[src/rtl/inep_pkg.sv]
package inep_pkg;
    localparam int NSLOT = 2;

    typedef enum logic [1:0] {
        RESP_NAK  = 2'b00,
        RESP_DATA = 2'b01,
        RESP_ZLP  = 2'b10
    } resp_kind_e;
endpackage

[src/rtl/inep_slot_store.sv]
module inep_slot_store #(
    parameter int NSLOT = 2,
    parameter int DEPTH = 64,
    parameter int DW    = 8,
    localparam int AW   = $clog2(DEPTH),
    localparam int SW   = (NSLOT > 1) ? $clog2(NSLOT) : 1
) (
    input  logic          clk,
    input  logic          wr_en,
    input  logic [SW-1:0] wr_slot,
    input  logic [AW-1:0] wr_addr,
    input  logic [DW-1:0] wr_data,
    input  logic [SW-1:0] rd_slot,
    input  logic [AW-1:0] rd_addr,
    output logic [DW-1:0] rd_data
);
    logic [NSLOT-1:0][DW-1:0] rd_word;

    for (genvar s = 0; s < NSLOT; s++) begin : g_slot
        logic [DW-1:0] mem [DEPTH];

        always_ff @(posedge clk) begin
            if (wr_en && (wr_slot == SW'(s))) begin
                mem[wr_addr] <= wr_data;
            end
        end

        assign rd_word[s] = mem[rd_addr];
    end

    assign rd_data = rd_word[rd_slot];
endmodule

[src/rtl/inep_queue_ctrl.sv]
module inep_queue_ctrl #(
    parameter int DEPTH = 64,
    localparam int AW   = $clog2(DEPTH),
    localparam int CW   = $clog2(DEPTH + 1)
) (
    input  logic          clk,
    input  logic          rst_n,
    input  logic          dbl_i,
    input  logic          autoset_i,
    input  logic [CW-1:0] maxpkt_i,
    input  logic          wr_valid_i,
    input  logic          set_ready_i,
    input  logic          flush_i,
    input  logic          sent_i,
    output logic          wr_en_o,
    output logic          wr_slot_o,
    output logic [AW-1:0] wr_addr_o,
    output logic          head_slot_o,
    output logic [CW-1:0] head_len_o,
    output logic          has_pkt_o,
    output logic          pkt_rdy_o,
    output logic          irq_o
);
    typedef struct packed {
        logic                head;
        logic [1:0]          count;
        logic [CW-1:0]       load_cnt;
        logic [1:0][CW-1:0]  len;
        logic                irq;
    } st_t;

    st_t st_d, st_q;

    logic [1:0]    cap;
    logic          room;
    logic          wslot;
    logic          wr_ok;
    logic [CW-1:0] eff_len;
    logic          auto_hit;
    logic          commit;
    logic          pop;

    always_comb begin
        st_d     = st_q;
        cap      = dbl_i ? 2'd2 : 2'd1;
        room     = st_q.count < cap;
        wslot    = st_q.head ^ (st_q.count != 2'd0);
        wr_ok    = wr_valid_i && room && (st_q.load_cnt < CW'(DEPTH));
        eff_len  = st_q.load_cnt + CW'(wr_ok);
        auto_hit = autoset_i && (maxpkt_i != '0) && wr_ok && (eff_len == maxpkt_i);
        commit   = room && (set_ready_i || auto_hit);
        pop      = (sent_i || flush_i) && (st_q.count != 2'd0);

        if (commit) begin
            st_d.len[wslot] = eff_len;
            st_d.load_cnt   = '0;
        end else begin
            st_d.load_cnt   = eff_len;
        end

        st_d.count = st_q.count + {1'b0, commit} - {1'b0, pop};
        if (pop) begin
            st_d.head = ~st_q.head;
        end
        st_d.irq = pop;
    end

    always_ff @(posedge clk or negedge rst_n) begin
        if (!rst_n) begin
            st_q <= '0;
        end else begin
            st_q <= st_d;
        end
    end

    assign wr_en_o     = wr_ok;
    assign wr_slot_o   = wslot;
    assign wr_addr_o   = st_q.load_cnt[AW-1:0];
    assign head_slot_o = st_q.head;
    assign head_len_o  = st_q.len[st_q.head];
    assign has_pkt_o   = st_q.count != 2'd0;
    assign pkt_rdy_o   = st_q.count >= cap;
    assign irq_o       = st_q.irq;
endmodule

[src/rtl/inep_resp_gen.sv]
module inep_resp_gen #(
    parameter int CW = 7
) (
    input  logic          clk,
    input  logic          rst_n,
    input  logic          req_i,
    input  logic          iso_i,
    input  logic          has_pkt_i,
    input  logic [CW-1:0] head_len_i,
    output logic          resp_valid_o,
    output logic [1:0]    resp_kind_o,
    output logic [CW-1:0] resp_len_o
);
    import inep_pkg::*;

    typedef struct packed {
        logic          valid;
        resp_kind_e    kind;
        logic [CW-1:0] len;
    } rsp_t;

    rsp_t rsp_d, rsp_q;

    always_comb begin
        rsp_d       = rsp_q;
        rsp_d.valid = req_i;
        if (req_i) begin
            if (has_pkt_i) begin
                rsp_d.kind = RESP_DATA;
                rsp_d.len  = head_len_i;
            end else if (iso_i) begin
                rsp_d.kind = RESP_ZLP;
                rsp_d.len  = '0;
            end else begin
                rsp_d.kind = RESP_NAK;
                rsp_d.len  = '0;
            end
        end
    end

    always_ff @(posedge clk or negedge rst_n) begin
        if (!rst_n) begin
            rsp_q <= '{valid: 1'b0, kind: RESP_NAK, len: '0};
        end else begin
            rsp_q <= rsp_d;
        end
    end

    assign resp_valid_o = rsp_q.valid;
    assign resp_kind_o  = rsp_q.kind;
    assign resp_len_o   = rsp_q.len;
endmodule

[src/rtl/inep_dbl_buf.sv]
module inep_dbl_buf #(
    parameter int DATA_W     = 8,
    parameter int SLOT_BYTES = 64,
    localparam int AW        = $clog2(SLOT_BYTES),
    localparam int CW        = $clog2(SLOT_BYTES + 1)
) (
    input  logic              clk,
    input  logic              rst_n,
    input  logic              cfg_dbl_i,
    input  logic              cfg_autoset_i,
    input  logic              cfg_iso_i,
    input  logic [CW-1:0]     cfg_maxpkt_i,
    input  logic              cpu_wr_valid_i,
    input  logic [DATA_W-1:0] cpu_wr_data_i,
    input  logic              cpu_set_ready_i,
    input  logic              cpu_flush_i,
    output logic              pkt_rdy_o,
    output logic              pkt_present_o,
    output logic              irq_o,
    input  logic              eng_req_i,
    input  logic              eng_sent_i,
    input  logic [AW-1:0]     eng_rd_addr_i,
    output logic [DATA_W-1:0] eng_rd_data_o,
    output logic              resp_valid_o,
    output logic [1:0]        resp_kind_o,
    output logic [CW-1:0]     resp_len_o
);
    logic          wr_en;
    logic          wr_slot;
    logic [AW-1:0] wr_addr;
    logic          head_slot;
    logic [CW-1:0] head_len;
    logic          has_pkt;

    inep_queue_ctrl #(.DEPTH(SLOT_BYTES)) u_ctrl (
        .clk         (clk),
        .rst_n       (rst_n),
        .dbl_i       (cfg_dbl_i),
        .autoset_i   (cfg_autoset_i),
        .maxpkt_i    (cfg_maxpkt_i),
        .wr_valid_i  (cpu_wr_valid_i),
        .set_ready_i (cpu_set_ready_i),
        .flush_i     (cpu_flush_i),
        .sent_i      (eng_sent_i),
        .wr_en_o     (wr_en),
        .wr_slot_o   (wr_slot),
        .wr_addr_o   (wr_addr),
        .head_slot_o (head_slot),
        .head_len_o  (head_len),
        .has_pkt_o   (has_pkt),
        .pkt_rdy_o   (pkt_rdy_o),
        .irq_o       (irq_o)
    );

    inep_slot_store #(
        .NSLOT (inep_pkg::NSLOT),
        .DEPTH (SLOT_BYTES),
        .DW    (DATA_W)
    ) u_store (
        .clk     (clk),
        .wr_en   (wr_en),
        .wr_slot (wr_slot),
        .wr_addr (wr_addr),
        .wr_data (cpu_wr_data_i),
        .rd_slot (head_slot),
        .rd_addr (eng_rd_addr_i),
        .rd_data (eng_rd_data_o)
    );

    inep_resp_gen #(.CW(CW)) u_resp (
        .clk          (clk),
        .rst_n        (rst_n),
        .req_i        (eng_req_i),
        .iso_i        (cfg_iso_i),
        .has_pkt_i    (has_pkt),
        .head_len_i   (head_len),
        .resp_valid_o (resp_valid_o),
        .resp_kind_o  (resp_kind_o),
        .resp_len_o   (resp_len_o)
    );

    assign pkt_present_o = has_pkt;
endmodule

[config.mk]
export PLATFORM = sky130hd
export DESIGN_NAME = inep_dbl_buf
export DESIGN_NICKNAME = d
export VERILOG_FILES = /design/src/rtl/inep_pkg.sv /design/src/rtl/inep_slot_store.sv /design/src/rtl/inep_queue_ctrl.sv /design/src/rtl/inep_resp_gen.sv /design/src/rtl/inep_dbl_buf.sv
export SDC_FILE = /design/constraint.sdc
export NUM_CORES = 1
export LEC_CHECK = 0
export ABC_AREA = 1
export BUFFER_PORTS_ARGS = -buffer_cell sky130_fd_sc_hd__buf_2
export CAP_MARGIN = 20
export CELL_PAD_IN_SITES_DETAIL_PLACEMENT = 0
export CELL_PAD_IN_SITES_GLOBAL_PLACEMENT = 1
export CORE_ASPECT_RATIO = 0.75
export CORE_UTILIZATION = 40
export CTS_CLUSTER_DIAMETER = 60
export DETAILED_ROUTE_END_ITERATION = 16
export GPL_ROUTABILITY_DRIVEN = 0
export PLACE_DENSITY = 0.63
export SLEW_MARGIN = 20
export SYNTH_ARGS = -nofsm -noshare
export SYNTH_HDL_FRONTEND = slang
export SYNTH_SLANG_ARGS = --single-unit
[constraint.sdc]
create_clock -name clk -period 6.1 [get_ports clk]
set_input_delay 1.22 -clock clk [delete_from_list [all_inputs] [get_ports clk]]
set_output_delay 1.22 -clock clk [all_outputs]
set_load 0.05 [all_outputs]
==> summary.txt <==
Status
  – Status: complete, but fails checks
  – Failing checks: DRC

STA
  – Hold Vio Cnt, Final: 0
  – WHS: 472 ps
  – Period utilisation layout: 0.893
  – Tmin final: 5450 ps
  – Setup TNS: 0 ps
  – Slew HR: 0.244
  – Fmax: 0.184 GHz
  – Layout Skew: 43.9 ps
  – Max Slew Vio Count: 0
  – Final setup vio count: 0
  – Unrepaired setup endpoints after global routing: false
  – Worst-Margin Slew: 1130 ps

CTS
  – Clock latency on the worst-skew pair: 720 ps
  – H-tree depth: 3
  – CTS sink cnt: 1059
  – Number of buffers added for setup after CTS: 0
  – Max Root-Sink Buffers: 3
  – Clock-pin slew on the worst setup and hold paths: 60 ps
  – Num CTS Buffers: 108
  – CTS tree: done
  – Number of hold buffers added after CTS: 0
  – Clock Tree Root: clkbuf_16
  – Post_cts resized: 0

Global route
  – Grt ovf: 0
  – Largest net degree at the start of global routing: 162
  – Initial antenna violation count: 1
  – GR Util All Layers: 0.233
  – Vias in the first global route: 26500
  – First-pass GRT wire length: 189 mm

Worst hold path
  – HP Start: u_ctrl.st_q[2]
  – Worst min-delay path category: flop to flop

Route
  – Detailed-route via count: 28500
  – Routed Wire Length: 129 mm
  – Final ANT Viol Nets: 0
  – Vias per cell: 5.37
  – Initial DRT Pass Iterations: 11
  – DRC: 2
  – Drt wl/cell: 24.3 microns
  – Starting DRT DRC Count: 3006

Cells and area
  – Syn-to-layout area delta: 12.0%
  – Nets: 3824
  – Post-Layout Cell Count: 5311
  – Share of layout cells above drive strength 1: 0.0761

Yosys
  – Compound-gate portion of the synthesized area: 0.00215
  – Synth Warn #: 0
  – Syn Area/Cell: 11.5 sq um
  – Seq cells post-synth: 1059
  – Post-synth EDFFs: 1024
  – Post-synth ARST share: 0.0331
  – Mux contribution to synthesized area: 0.00160
  – Adder-cell share of the synthesized area: 0.00172
  – Post-synthesis sequential area ratio: 0.724
  – Cells after synthesis: 3797
  – Xor/xnor share of the synthesized area: 0.00215
  – Top FF cell, synth: edfxtp_1
  – Largest family of logic cells by synthesized area: simple AND/OR/NAND/NOR gates
  – Post-synth design cell area: 43700 sq um
  – Simple-gate area share of the yosys netlist: 0.238
  – Syn Nets: 3834
  – Distinct cells, synth: 33

Floorplanning
  – Die footprint: 111000 sq um
  – IO Count: 52
  – Core area: 108000 sq um
  – Vert. Die Dim: 288 microns
  – Die Wd: 384 microns
  – Starting Density: 0.406
  – Std-Cell Rows: 104

Worst setup path
  – CP endpoint kind: primary output
  – Crit path max-delay cell type: o21ai_1
  – Crit path DAT: 4230 ps
  – WP data required: 4880 ps
  – Worst R2R Start: u_ctrl.st_q[23]
  – CP startpoint kind: primary input
  – Peak per-stage delay on the critical path: 550 ps
  – Crit path from: eng_rd_addr_i[0]
  – Crit-path max FO: 161
  – Critical Path, Cell by Cell: buf_8, inv_16, buf_12, nand2_1, nand3_1, nand3_1, nand3_1, a21oi_1, o21ai_1, nand2_1, nand2_1, buf_12
  – Crit path kind: primary input to primary output

Power and ir drop
  – Max IR drop VDD: 247 uV
  – Lkg Pwr: 17.3 nW
  – Power Density: 342 nW/um^2

Placement
  – IO buf count: 51
  – Placed insts: 5107
  – Detail Placement HPWL: 75.5 mm

Flow run
  – Maximum Capacitance Violations: 0
-- metal layers --
metal	track usage	vias up	share of wire
li1	-	13300	-
met1	0.375	14200	0.50
met2	0.319	873	0.41
met3	0.0440	146	0.070
met4	0.0556	0	0.020
met5	0	-	0
-- power by group --
part           switching (mW)  total, mW  internal [mW]
registers              0.0721       8.17           8.10
clock network            2.86       6.58           3.71
logic                    1.50       1.98          0.481
total                    4.43       16.7           12.3
-- cell usage in the layout, fill, tap and decap left out, types with 9 or more instances in the layout --
cell type,netlist,routed
buf_2,140,32
clkinv_2,0,18
o21ai_0,9,9
clkinv_1,3,29
dfrtp_1,35,35
buf_4,30,61
clkbuf_16,0,111
edfxtp_1,1024,1024
nand3_1,954,954
nand2_1,1278,1277
bufinv_16,0,9
buf_12,0,25
clkbuf_1,45,29
inv_1,33,31
nor2_1,151,149
nand4_1,15,15
-- synthesized netlist by cell type, types with 2 or more instances --
library cell | number | share of area
a21oi_1 | 4 | 0.00046
inv_2 | 3 | 0.00026
nor2_1 | 151 | 0.013
nand4_1 | 15 | 0.0021
o21ai_0 | 9 | 0.0010
nand3_1 | 954 | 0.11
dfrtp_1 | 35 | 0.020
ha_1 | 6 | 0.0017
edfxtp_1 | 1024 | 0.70
clkbuf_1 | 45 | 0.0039
clkinv_1 | 3 | 0.00026
nand3_2 | 2 | 0.00046
nor3_1 | 11 | 0.0013
xor2_1 | 2 | 0.00040
mux2i_1 | 7 | 0.0016
o21ai_1 | 4 | 0.00046
nand2_1 | 1278 | 0.11
inv_1 | 33 | 0.0028
buf_1 | 24 | 0.0021
buf_2 | 140 | 0.016
buf_4 | 30 | 0.0052
nor2_2 | 3 | 0.00043
nand2_2 | 2 | 0.00029
xnor2_1 | 3 | 0.00060
-- path summary, 6_finish.rpt --
path	endpoint	slack [ps]	cells past startpoint
worst max-delay path	eng_rd_data_o[5]	650	12
worst min-delay path	u_ctrl.st_q[2]	470	2
worst max register to register	u_store.g_slot[0].mem[46][0]	2610	5
worst min register to register	u_ctrl.st_q[2]	470	2
max in group asynchronous	u_ctrl.st_q[13]	4990	1
min in group asynchronous	u_ctrl.wr_addr_o[5]	590	1
-- through the flow --
stage	setup slack, ps	util	cell area [sq um]	power [mW]
after global placement	798	0.422	45500	10.3
final	651	0.454	49000	16.7
after CTS	865	0.454	48900	16.8
after detailed placement	877	0.422	45500	10.3
after global routing	618	0.454	48900	17.2
after floorplan	2250	-	43700	9.42
-- flip-flops by register name (all words and copies together), names as in the netlist --
register	cells
u_ctrl.st_q	17
u_resp.resp_len_o	7
u_resp.resp_kind_o	2
u_ctrl.wr_addr_o	6
u_resp.resp_valid_o	1
u_store.g_slot.mem	1024
u_ctrl.head_slot_o	1
u_ctrl.irq_o	1
-- critical path: cells and delay by family --
kind | cells | cell delay (ps)
buffers and inverters | 4 | 930
AOI/OAI and AO/OA | 2 | 660
and+or+nand+nor | 6 | 930
-- final cells by class --
type / count / area, sq um
clock inverters: 62 / 561
multi-input cells: 2458 / 10800
flip-flops and latches: 1059 / 31600
repair buffers: 120 / 1150
fillers: 10000 / 58800
diodes: 1 / 2.50
inverters: 40 / 176
well taps: 1431 / 1790
clock buffers: 140 / 2890
-- logic make-up after synthesis --
family,after synthesis
and+or+nand+nor,2420
adders and majority gates,6
xor gates and xnor gates,7
AOI/OAI and AO/OA,18
buffers and inverters,280
muxes,7
DFF,1059
Note: power is estimated with default switching activity, not from simulation.
